===== src/rtl/pwmfe_pkg.sv =====
package pwmfe_pkg;
  localparam int unsigned FLD_W     = 4;
  localparam int unsigned CH_STRIDE = 8;
  localparam int unsigned B_START   = 0;
  localparam int unsigned B_OEN     = 1;
  localparam int unsigned B_FORCE   = 2;
  localparam int unsigned B_OD      = 3;

  typedef struct packed {
    logic start;
    logic oe_n;
    logic force_hi;
    logic open_drain;
    logic out_sel;
  } chan_ctl_t;
endpackage


===== src/rtl/pwmfe_decode.sv =====
module pwmfe_decode #(
  parameter int unsigned NCH = 2,
  parameter int unsigned AW  = 8
) (
  input  logic [AW-1:0]  bus_addr,
  output logic           sel_ctrl,
  output logic           sel_ctrl2,
  output logic [NCH-1:0] sel_cw_hi,
  output logic [NCH-1:0] sel_cw_lo,
  output logic [NCH-1:0] sel_on,
  output logic [NCH-1:0] sel_per,
  output logic           hit
);
  import pwmfe_pkg::*;

  localparam int unsigned CW_HI_BASE = 8;
  localparam int unsigned CW_LO_BASE = CW_HI_BASE + 4;
  localparam int unsigned ON_BASE    = CW_HI_BASE + CH_STRIDE * NCH;
  localparam int unsigned PER_BASE   = ON_BASE + 4;

  always_comb begin
    sel_ctrl  = (bus_addr == AW'(0));
    sel_ctrl2 = (bus_addr == AW'(4));
    for (int c = 0; c < NCH; c++) begin
      sel_cw_hi[c] = (bus_addr == AW'(CW_HI_BASE + CH_STRIDE * c));
      sel_cw_lo[c] = (bus_addr == AW'(CW_LO_BASE + CH_STRIDE * c));
      sel_on[c]    = (bus_addr == AW'(ON_BASE + CH_STRIDE * c));
      sel_per[c]   = (bus_addr == AW'(PER_BASE + CH_STRIDE * c));
    end
    hit = sel_ctrl | sel_ctrl2 | (|sel_cw_hi) | (|sel_cw_lo) | (|sel_on) | (|sel_per);
  end
endmodule


===== src/rtl/pwmfe_regs.sv =====
module pwmfe_regs #(
  parameter int unsigned NCH = 2,
  parameter int unsigned DW  = 32,
  parameter int unsigned VW  = 8
) (
  input  logic                          clk,
  input  logic                          rst,
  input  logic                          bus_we,
  input  logic [DW-1:0]                 bus_wdata,
  input  logic                          sel_ctrl,
  input  logic                          sel_ctrl2,
  input  logic [NCH-1:0]                sel_cw_hi,
  input  logic [NCH-1:0]                sel_cw_lo,
  input  logic [NCH-1:0]                sel_on,
  input  logic [NCH-1:0]                sel_per,
  input  logic                          hit,
  output logic [DW-1:0]                 bus_rdata,
  output pwmfe_pkg::chan_ctl_t [NCH-1:0] ctl_o,
  output logic [NCH-1:0][2*VW-1:0]      cword_o,
  output logic [NCH-1:0][VW-1:0]        on_o,
  output logic [NCH-1:0][VW-1:0]        per_o
);
  import pwmfe_pkg::*;

  localparam int unsigned CW = FLD_W * NCH;

  function automatic logic [CW-1:0] ctrl_reset_f();
    logic [CW-1:0] v;
    v = '0;
    for (int c = 0; c < NCH; c++) v[FLD_W*c + B_OEN] = 1'b1;
    return v;
  endfunction

  localparam logic [CW-1:0] CTRL_RST = ctrl_reset_f();

  logic [CW-1:0]          ctrl_q;
  logic [NCH-1:0]         osel_q;
  logic [NCH-1:0][VW-1:0] cw_hi_q, cw_lo_q, on_q, per_q;
  logic [DW-1:0]          rd_next, rdata_q;
  logic                   unused_wdata;

  assign unused_wdata = ^bus_wdata;

  always_ff @(posedge clk) begin
    if (rst) begin
      ctrl_q  <= CTRL_RST;
      osel_q  <= '0;
      cw_hi_q <= '0;
      cw_lo_q <= '0;
      on_q    <= '0;
      per_q   <= '0;
    end else if (bus_we) begin
      if (sel_ctrl) ctrl_q <= bus_wdata[CW-1:0];
      for (int c = 0; c < NCH; c++) begin
        if (sel_ctrl2)    osel_q[c]  <= bus_wdata[FLD_W*c];
        if (sel_cw_hi[c]) cw_hi_q[c] <= bus_wdata[VW-1:0];
        if (sel_cw_lo[c]) cw_lo_q[c] <= bus_wdata[VW-1:0];
        if (sel_on[c])    on_q[c]    <= bus_wdata[VW-1:0];
        if (sel_per[c])   per_q[c]   <= bus_wdata[VW-1:0];
      end
    end
  end

  always_comb begin
    rd_next = '0;
    if (sel_ctrl) rd_next[CW-1:0] = ctrl_q;
    for (int c = 0; c < NCH; c++) begin
      if (sel_ctrl2)    rd_next[FLD_W*c] = osel_q[c];
      if (sel_cw_hi[c]) rd_next[VW-1:0]  = cw_hi_q[c];
      if (sel_cw_lo[c]) rd_next[VW-1:0]  = cw_lo_q[c];
      if (sel_on[c])    rd_next[VW-1:0]  = on_q[c];
      if (sel_per[c])   rd_next[VW-1:0]  = per_q[c];
    end
  end

  always_ff @(posedge clk) begin
    if (rst) rdata_q <= '0;
    else     rdata_q <= rd_next;
  end

  assign bus_rdata = rdata_q;

  generate
    for (genvar c = 0; c < NCH; c++) begin : g_out
      assign ctl_o[c].start      = ctrl_q[FLD_W*c + B_START];
      assign ctl_o[c].oe_n       = ctrl_q[FLD_W*c + B_OEN];
      assign ctl_o[c].force_hi   = ctrl_q[FLD_W*c + B_FORCE];
      assign ctl_o[c].open_drain = ctrl_q[FLD_W*c + B_OD];
      assign ctl_o[c].out_sel    = osel_q[c];
      assign cword_o[c]          = {cw_hi_q[c], cw_lo_q[c]};
      assign on_o[c]             = on_q[c];
      assign per_o[c]            = per_q[c];
    end
  endgenerate

  // reset leaves outputs disabled and read data cleared
  p_reset_state_r1: assert property (@(posedge clk)
    rst |=> (ctrl_q == CTRL_RST && rdata_q == '0 && osel_q == '0));

  // a write outside the map leaves every register untouched
  p_hole_write_r7: assert property (@(posedge clk) disable iff (rst)
    (bus_we && !hit) |=> ($stable(ctrl_q) && $stable(osel_q) && $stable(cw_hi_q)
                          && $stable(cw_lo_q) && $stable(on_q) && $stable(per_q)));

  // a read outside the map returns zero one cycle later
  p_hole_read_r7: assert property (@(posedge clk) disable iff (rst)
    !hit |=> (bus_rdata == '0));

  // second control register reads only its select bits
  p_ctrl2_bits_r6: assert property (@(posedge clk) disable iff (rst)
    (sel_ctrl2 && !sel_ctrl) |=> ($countones(bus_rdata) <= NCH));
endmodule


===== src/rtl/pwmfe_pad.sv =====
module pwmfe_pad (
  input  logic                 clk,
  input  logic                 rst,
  input  pwmfe_pkg::chan_ctl_t ctl,
  input  logic                 wave,
  output logic                 pad_oe,
  output logic                 pad_level
);
  logic eff, oe_d, lvl_d, oe_q, lvl_q;
  logic unused_ctl;

  assign unused_ctl = ctl.start ^ ctl.out_sel;
  assign eff = ctl.force_hi | wave;

  always_comb begin
    if (ctl.oe_n) begin
      oe_d  = 1'b0;
      lvl_d = 1'b0;
    end else if (ctl.open_drain) begin
      oe_d  = ~eff;
      lvl_d = 1'b0;
    end else begin
      oe_d  = 1'b1;
      lvl_d = eff;
    end
  end

  always_ff @(posedge clk) begin
    if (rst) begin
      oe_q  <= 1'b0;
      lvl_q <= 1'b0;
    end else begin
      oe_q  <= oe_d;
      lvl_q <= lvl_d;
    end
  end

  assign pad_oe    = oe_q;
  assign pad_level = lvl_q;

  // disabled output never drives the line
  p_tristate_r9: assert property (@(posedge clk) disable iff (rst)
    ctl.oe_n |=> (!pad_oe && !pad_level));

  // open-drain never drives a high level
  p_od_low_only_r10: assert property (@(posedge clk) disable iff (rst)
    (!ctl.oe_n && ctl.open_drain) |=> !pad_level);

  // push-pull always drives, following the waveform
  p_pp_drive_r11: assert property (@(posedge clk) disable iff (rst)
    (!ctl.oe_n && !ctl.open_drain && !ctl.force_hi) |=> (pad_oe && pad_level == $past(wave)));

  // forced level is high in push-pull, released in open-drain
  p_force_r12: assert property (@(posedge clk) disable iff (rst)
    (!ctl.oe_n && ctl.force_hi) |=> (ctl.open_drain ? 1'b1 : 1'b1) && ($past(ctl.open_drain) ? !pad_oe : pad_level));
endmodule


===== src/rtl/pwmfe_top.sv =====
module pwmfe_top #(
  parameter int unsigned NCH = 2,
  parameter int unsigned AW  = 8,
  parameter int unsigned DW  = 32,
  parameter int unsigned VW  = 8
) (
  input  logic                clk,
  input  logic                rst,
  input  logic [AW-1:0]       bus_addr,
  input  logic                bus_we,
  input  logic [DW-1:0]       bus_wdata,
  output logic [DW-1:0]       bus_rdata,
  input  logic [NCH-1:0]      wave_i,
  output logic [NCH-1:0]      start_o,
  output logic [NCH-1:0]      out_sel_o,
  output logic [NCH-1:0]      force_hi_o,
  output logic [NCH-1:0]      oe_n_o,
  output logic [NCH-1:0]      open_drain_o,
  output logic [NCH*2*VW-1:0] cword_o,
  output logic [NCH*VW-1:0]   on_time_o,
  output logic [NCH*VW-1:0]   period_o,
  output logic [NCH-1:0]      pad_oe_o,
  output logic [NCH-1:0]      pad_level_o
);
  logic                           sel_ctrl, sel_ctrl2, hit;
  logic [NCH-1:0]                 sel_cw_hi, sel_cw_lo, sel_on, sel_per;
  pwmfe_pkg::chan_ctl_t [NCH-1:0] ctl;
  logic [NCH-1:0][2*VW-1:0]       cword;
  logic [NCH-1:0][VW-1:0]         on_v, per_v;

  pwmfe_decode #(.NCH(NCH), .AW(AW)) u_dec (
    .bus_addr (bus_addr),
    .sel_ctrl (sel_ctrl),
    .sel_ctrl2(sel_ctrl2),
    .sel_cw_hi(sel_cw_hi),
    .sel_cw_lo(sel_cw_lo),
    .sel_on   (sel_on),
    .sel_per  (sel_per),
    .hit      (hit)
  );

  pwmfe_regs #(.NCH(NCH), .DW(DW), .VW(VW)) u_regs (
    .clk      (clk),
    .rst      (rst),
    .bus_we   (bus_we),
    .bus_wdata(bus_wdata),
    .sel_ctrl (sel_ctrl),
    .sel_ctrl2(sel_ctrl2),
    .sel_cw_hi(sel_cw_hi),
    .sel_cw_lo(sel_cw_lo),
    .sel_on   (sel_on),
    .sel_per  (sel_per),
    .hit      (hit),
    .bus_rdata(bus_rdata),
    .ctl_o    (ctl),
    .cword_o  (cword),
    .on_o     (on_v),
    .per_o    (per_v)
  );

  assign cword_o   = cword;
  assign on_time_o = on_v;
  assign period_o  = per_v;

  generate
    for (genvar c = 0; c < NCH; c++) begin : g_ch
      assign start_o[c]      = ctl[c].start;
      assign out_sel_o[c]    = ctl[c].out_sel;
      assign force_hi_o[c]   = ctl[c].force_hi;
      assign oe_n_o[c]       = ctl[c].oe_n;
      assign open_drain_o[c] = ctl[c].open_drain;

      pwmfe_pad u_pad (
        .clk      (clk),
        .rst      (rst),
        .ctl      (ctl[c]),
        .wave     (wave_i[c]),
        .pad_oe   (pad_oe_o[c]),
        .pad_level(pad_level_o[c])
      );
    end
  endgenerate
endmodule


===== config.mk =====
export PLATFORM = sky130hd
export DESIGN_NAME = pwmfe_top
export DESIGN_NICKNAME = d
export VERILOG_FILES = /design/src/rtl/pwmfe_pkg.sv /design/src/rtl/pwmfe_decode.sv /design/src/rtl/pwmfe_regs.sv /design/src/rtl/pwmfe_pad.sv /design/src/rtl/pwmfe_top.sv
export SDC_FILE = /design/constraint.sdc
export NUM_CORES = 1
export LEC_CHECK = 0
export BUFFER_PORTS_ARGS = -buffer_cell sky130_fd_sc_hd__buf_2
export CAP_MARGIN = 20
export CORE_ASPECT_RATIO = 0.7
export CORE_MARGIN = 5
export CORE_UTILIZATION = 45
export DETAILED_ROUTE_END_ITERATION = 10
export PLACE_DENSITY = 0.74
export SKIP_LAST_GASP = 1
export SYNTH_ARGS = -nofsm -noshare
export SYNTH_HDL_FRONTEND = slang
export SYNTH_SLANG_ARGS = --single-unit

===== constraint.sdc =====
create_clock -name clk -period 1.6 [get_ports clk]
set_input_delay 0.16 -clock clk [delete_from_list [all_inputs] [get_ports clk]]
set_output_delay 0.16 -clock clk [all_outputs]
set_load 0.01 [all_outputs]

==> results.sh <==
export IMPL_overflow=0
export IMPL_start_util_pct=46.59
export IMPL_hold_path_class="primary input to register"
export IMPL_grt_use_total_pct=23.99
export IMPL_fin_crit_ns=1.483
export IMPL_crit_fanout=3
export IMPL_synth_flop_cell="dfxtp_1"
export IMPL_netSwitchingFraction_pct=23.74
export IMPL_rsz0062_at_grt="no"
export IMPL_vdd_ir_drop_worst_mv=0.6018
export IMPL_clk_latency_ns=0.34
export IMPL_crit_path_start="u_regs.cword_o[4]"
export IMPL_ant_nets=0
export IMPL_drt_iter0_drc=293
export IMPL_path_cells="mux2_2 -> a22o_1 -> a2111oi_1 -> nor3_1"
export IMPL_post_cts_buffers=0
export IMPL_netlist_instances=501
export IMPL_status="finished clean"
export IMPL_seqCellArea_um2=1722
export IMPL_internal_power_w=0.003565
export IMPL_vias_per_cell=5.518
export IMPL_drt_pre_antenna_iters=5
export IMPL_antenna_found_initial=0
export IMPL_grt_pass1_wl_mm=21.67
export IMPL_r2r_cells=4
export IMPL_synth_seq_cells=86
export IMPL_required_ns=1.80
export IMPL_cp_arrival_ns=1.69
export IMPL_finalPower_w=0.004675
export IMPL_r2r_start="u_regs.cword_o[4]"
export IMPL_syn_to_final_growth_pct=23.32
export IMPL_finalClockSkew_ns=0.006391
export IMPL_synth_edff_count=0
export IMPL_fill_cells=850
export IMPL_fin_util_pct=57.46
export IMPL_fin_hold_ws_ns=0.1405
export IMPL_final_hold_viol_count=0
export IMPL_grt_pass1_vias=3838
export IMPL_ys_warn_count=0
export IMPL_p_leak_nw=2.492
export IMPL_power_frac_comb_pct=8.1
export IMPL_placedCellCount=721
export IMPL_fin_ws_ns=0.1174
export IMPL_wire_per_inst_um=19.10
export IMPL_finalNetCount=653
export IMPL_num_io_pins=155
export IMPL_slew_violations=0
export IMPL_tightest_slew_ns=0.5178
export IMPL_cp_slowest_stage_delay_ns=0.43
export IMPL_die_x_um=126.3
export IMPL_instances_no_fill=737
export IMPL_ys_async_sr_fraction_pct=0
export IMPL_cp_endpoint="u_regs.bus_rdata[4]"
export IMPL_final_cell_mix="buf_2, dfxtp_1, nand2_1"
export IMPL_gp_congestion=0.9172
export IMPL_fin_crit_sh_pct=92.66
export IMPL_h_tree_depth=3
export IMPL_rr_endpoint="u_regs.bus_rdata[4]"
export IMPL_fp_dieH_um=91.41
export IMPL_vias=4067
export IMPL_grtUsageMet2_pct=35.35
export IMPL_synth_area_um2=4260
export IMPL_dp_hpwl_mm=10.46
export IMPL_grt_busiest_layer="met2"
export IMPL_share_seq_of_total_power_pct=45.9
export IMPL_core_area_um2=9144
export IMPL_grt_max_degree=50
export IMPL_antenna_cells=0
export IMPL_path_class="register to register"
export IMPL_cts_buffers=9
export IMPL_cts_tree="done"
export IMPL_postSynthAreaPerCell_um2=8.504
export IMPL_clkSinkCount=86
export IMPL_cp_slowest_cell="a2111oi_1"
export IMPL_finalSetupViolCount=0
export IMPL_multi_input_area_um2=2197
export IMPL_use_met1_pct=33.91
export IMPL_die_area_um2=11540
export IMPL_pwr_share_clk_pct=46.0
export IMPL_synth_seq_area_share_pct=40.41
export IMPL_drc=0
export IMPL_fmax_mhz=674.5
export IMPL_end_kind="register"
export IMPL_mostFrequentLayoutCell="buf_2"
export IMPL_synth_cell_types=55
export IMPL_path_clk_slew_ns=0.06
export IMPL_use_met3_pct=7.097
export IMPL_p_switching_w=0.001110
export IMPL_cp_top_family="compound AO/OA/AOI/OAI gates"
export IMPL_p_per_area_nw_per_um2=889.7
export IMPL_io_buffers=106
export IMPL_crit_cells=4
export IMPL_max_slew_margin_pct=65.48
export IMPL_drive_gt1_share_pct=29.69
export IMPL_maxCapViolCount=0
export IMPL_start_kind="register"
export IMPL_critPathBufInv=0
export IMPL_root_buffer="clkbuf_16"
export IMPL_pre_cts_ws_ns=-0.1463
export IMPL_ff2ff_setup_slack_ns=0.12
export IMPL_wl_mm=14.08
export IMPL_clock_path_buffers=2
export IMPL_num_rows=29
[through the flow]
step | cell area (um^2) | TNS, ns
global placement | 4941 | -2.797
floorplan | 4347 | 0
global route | 5254 | 0
detailed placement | 4941 | -4.407
finish | 5254 | 0
CTS | 5253 | 0
[how the worst min path moves through the flow]
stage | startpoint | end | slack [ns] | cells past startpoint
floorplan | wave_i[0] | g_ch[0].u_pad.pad_level | 0.36 | 2
global placement | u_regs.cword_o[12] | u_regs.cword_o[12] | 0.45 | 2
detailed placement | u_regs.cword_o[15] | u_regs.cword_o[15] | 0.46 | 2
CTS | wave_i[0] | g_ch[0].u_pad.pad_oe | 0.13 | 4
global route | wave_i[1] | g_ch[1].u_pad.pad_oe | 0.14 | 4
finish | wave_i[0] | g_ch[0].u_pad.pad_oe | 0.14 | 4
[state kept, by name, summed over array words and instances, names as in the netlist]
name / cells
u_regs.on_o: 16
u_regs.osel_q: 2
u_regs.per_o: 16
g_ch.u_pad.pad_level: 2
u_regs.cword_o: 32
u_regs.ctrl_q: 8
u_regs.bus_rdata: 8
g_ch.u_pad.pad_oe: 2
[synthesized netlist by cell type (2+ instances only)]
master     number  share of area [%]
a22o_1          3               0.62
o211ai_1        3               0.53
and2_1          3               0.44
buf_6           2               0.53
nor2_1         46                4.1
nor3_1         10                1.2
inv_1           8               0.70
nor4_2          2               0.59
clkbuf_1       24                2.1
a2111oi_2       2               0.70
buf_2          12                1.4
a211oi_1        2               0.35
nor4_1          2               0.29
a21oi_1        47                5.5
o32a_1          3               0.70
o311ai_0        3               0.62
o21ai_0         5               0.59
o221ai_1        3               0.62
mux2_2          8                2.1
nand3_1         9                1.1
nor4b_4         2                1.1
a22oi_1         4               0.70
dfxtp_1        86                 40
o21a_1          4               0.70
nand2_1        84                7.4
nor4b_1         2               0.41
a32oi_1         4               0.82
nand3_2         2               0.47
buf_4          31                5.5
o22ai_1         4               0.59
nor2b_1         7                1.0
or3_1           2               0.29
nor3b_1         3               0.53
and3_1          7                1.0
a31oi_1         4               0.59
mux2i_1        38                8.9
nand4_2         2               0.59
[power groups by stage]
stage / clock network (W) / registers, W / logic [W]
3_5_place_dp: 0 / 0.00219 / 0.000366
6_report: 0.00215 / 0.00215 / 0.000378
4_1_cts: 0.00218 / 0.00215 / 0.000368
2_1_floorplan: 0 / 0.00220 / 0.000260
5_1_grt: 0.00229 / 0.00215 / 0.000402
3_3_place_gp: 0 / 0.00219 / 0.000362
[routing by layer]
metal,vias up,part of all wire [%]
li1,1907,-
met1,1944,46
met2,189,43
met3,27,9.0
met4,0,2.5
met5,-,0
[worst min-delay path: cells and delay by family]
family                 cells  cell delay (ns)
buffers and inverters      1             0.08
and+or+nand+nor            3             0.19
[cells by family after synthesis]
logic type	Yosys count	synth area share, %
xor+xnor	1	0.2056
compound gates	98	15.33
flops	86	40.41
other cells	1	0.08802
mux	47	11.57
simple gates	191	22.17
buf+inv	77	10.22
[what timing repair did]
action | 4_1_cts | 5_1_grt
hold buffers | 0 | 0
resized for setup | 0 | 1
endpoints found under the setup margin | 0 | 1
[layout make-up]
| class | instances | area share, % |
|---|---|---|
| Timing Repair Buffer | 142 | 15.96 |
| Clock inverter | 4 | 1.048 |
| Multi-Input combinational cell | 361 | 41.82 |
| Inverter | 8 | 0.5716 |
| Sequential cell | 86 | 32.77 |
| Tap cell | 124 | 2.953 |
| Clock buffer | 12 | 4.882 |
(Power assumes the default switching activity.)
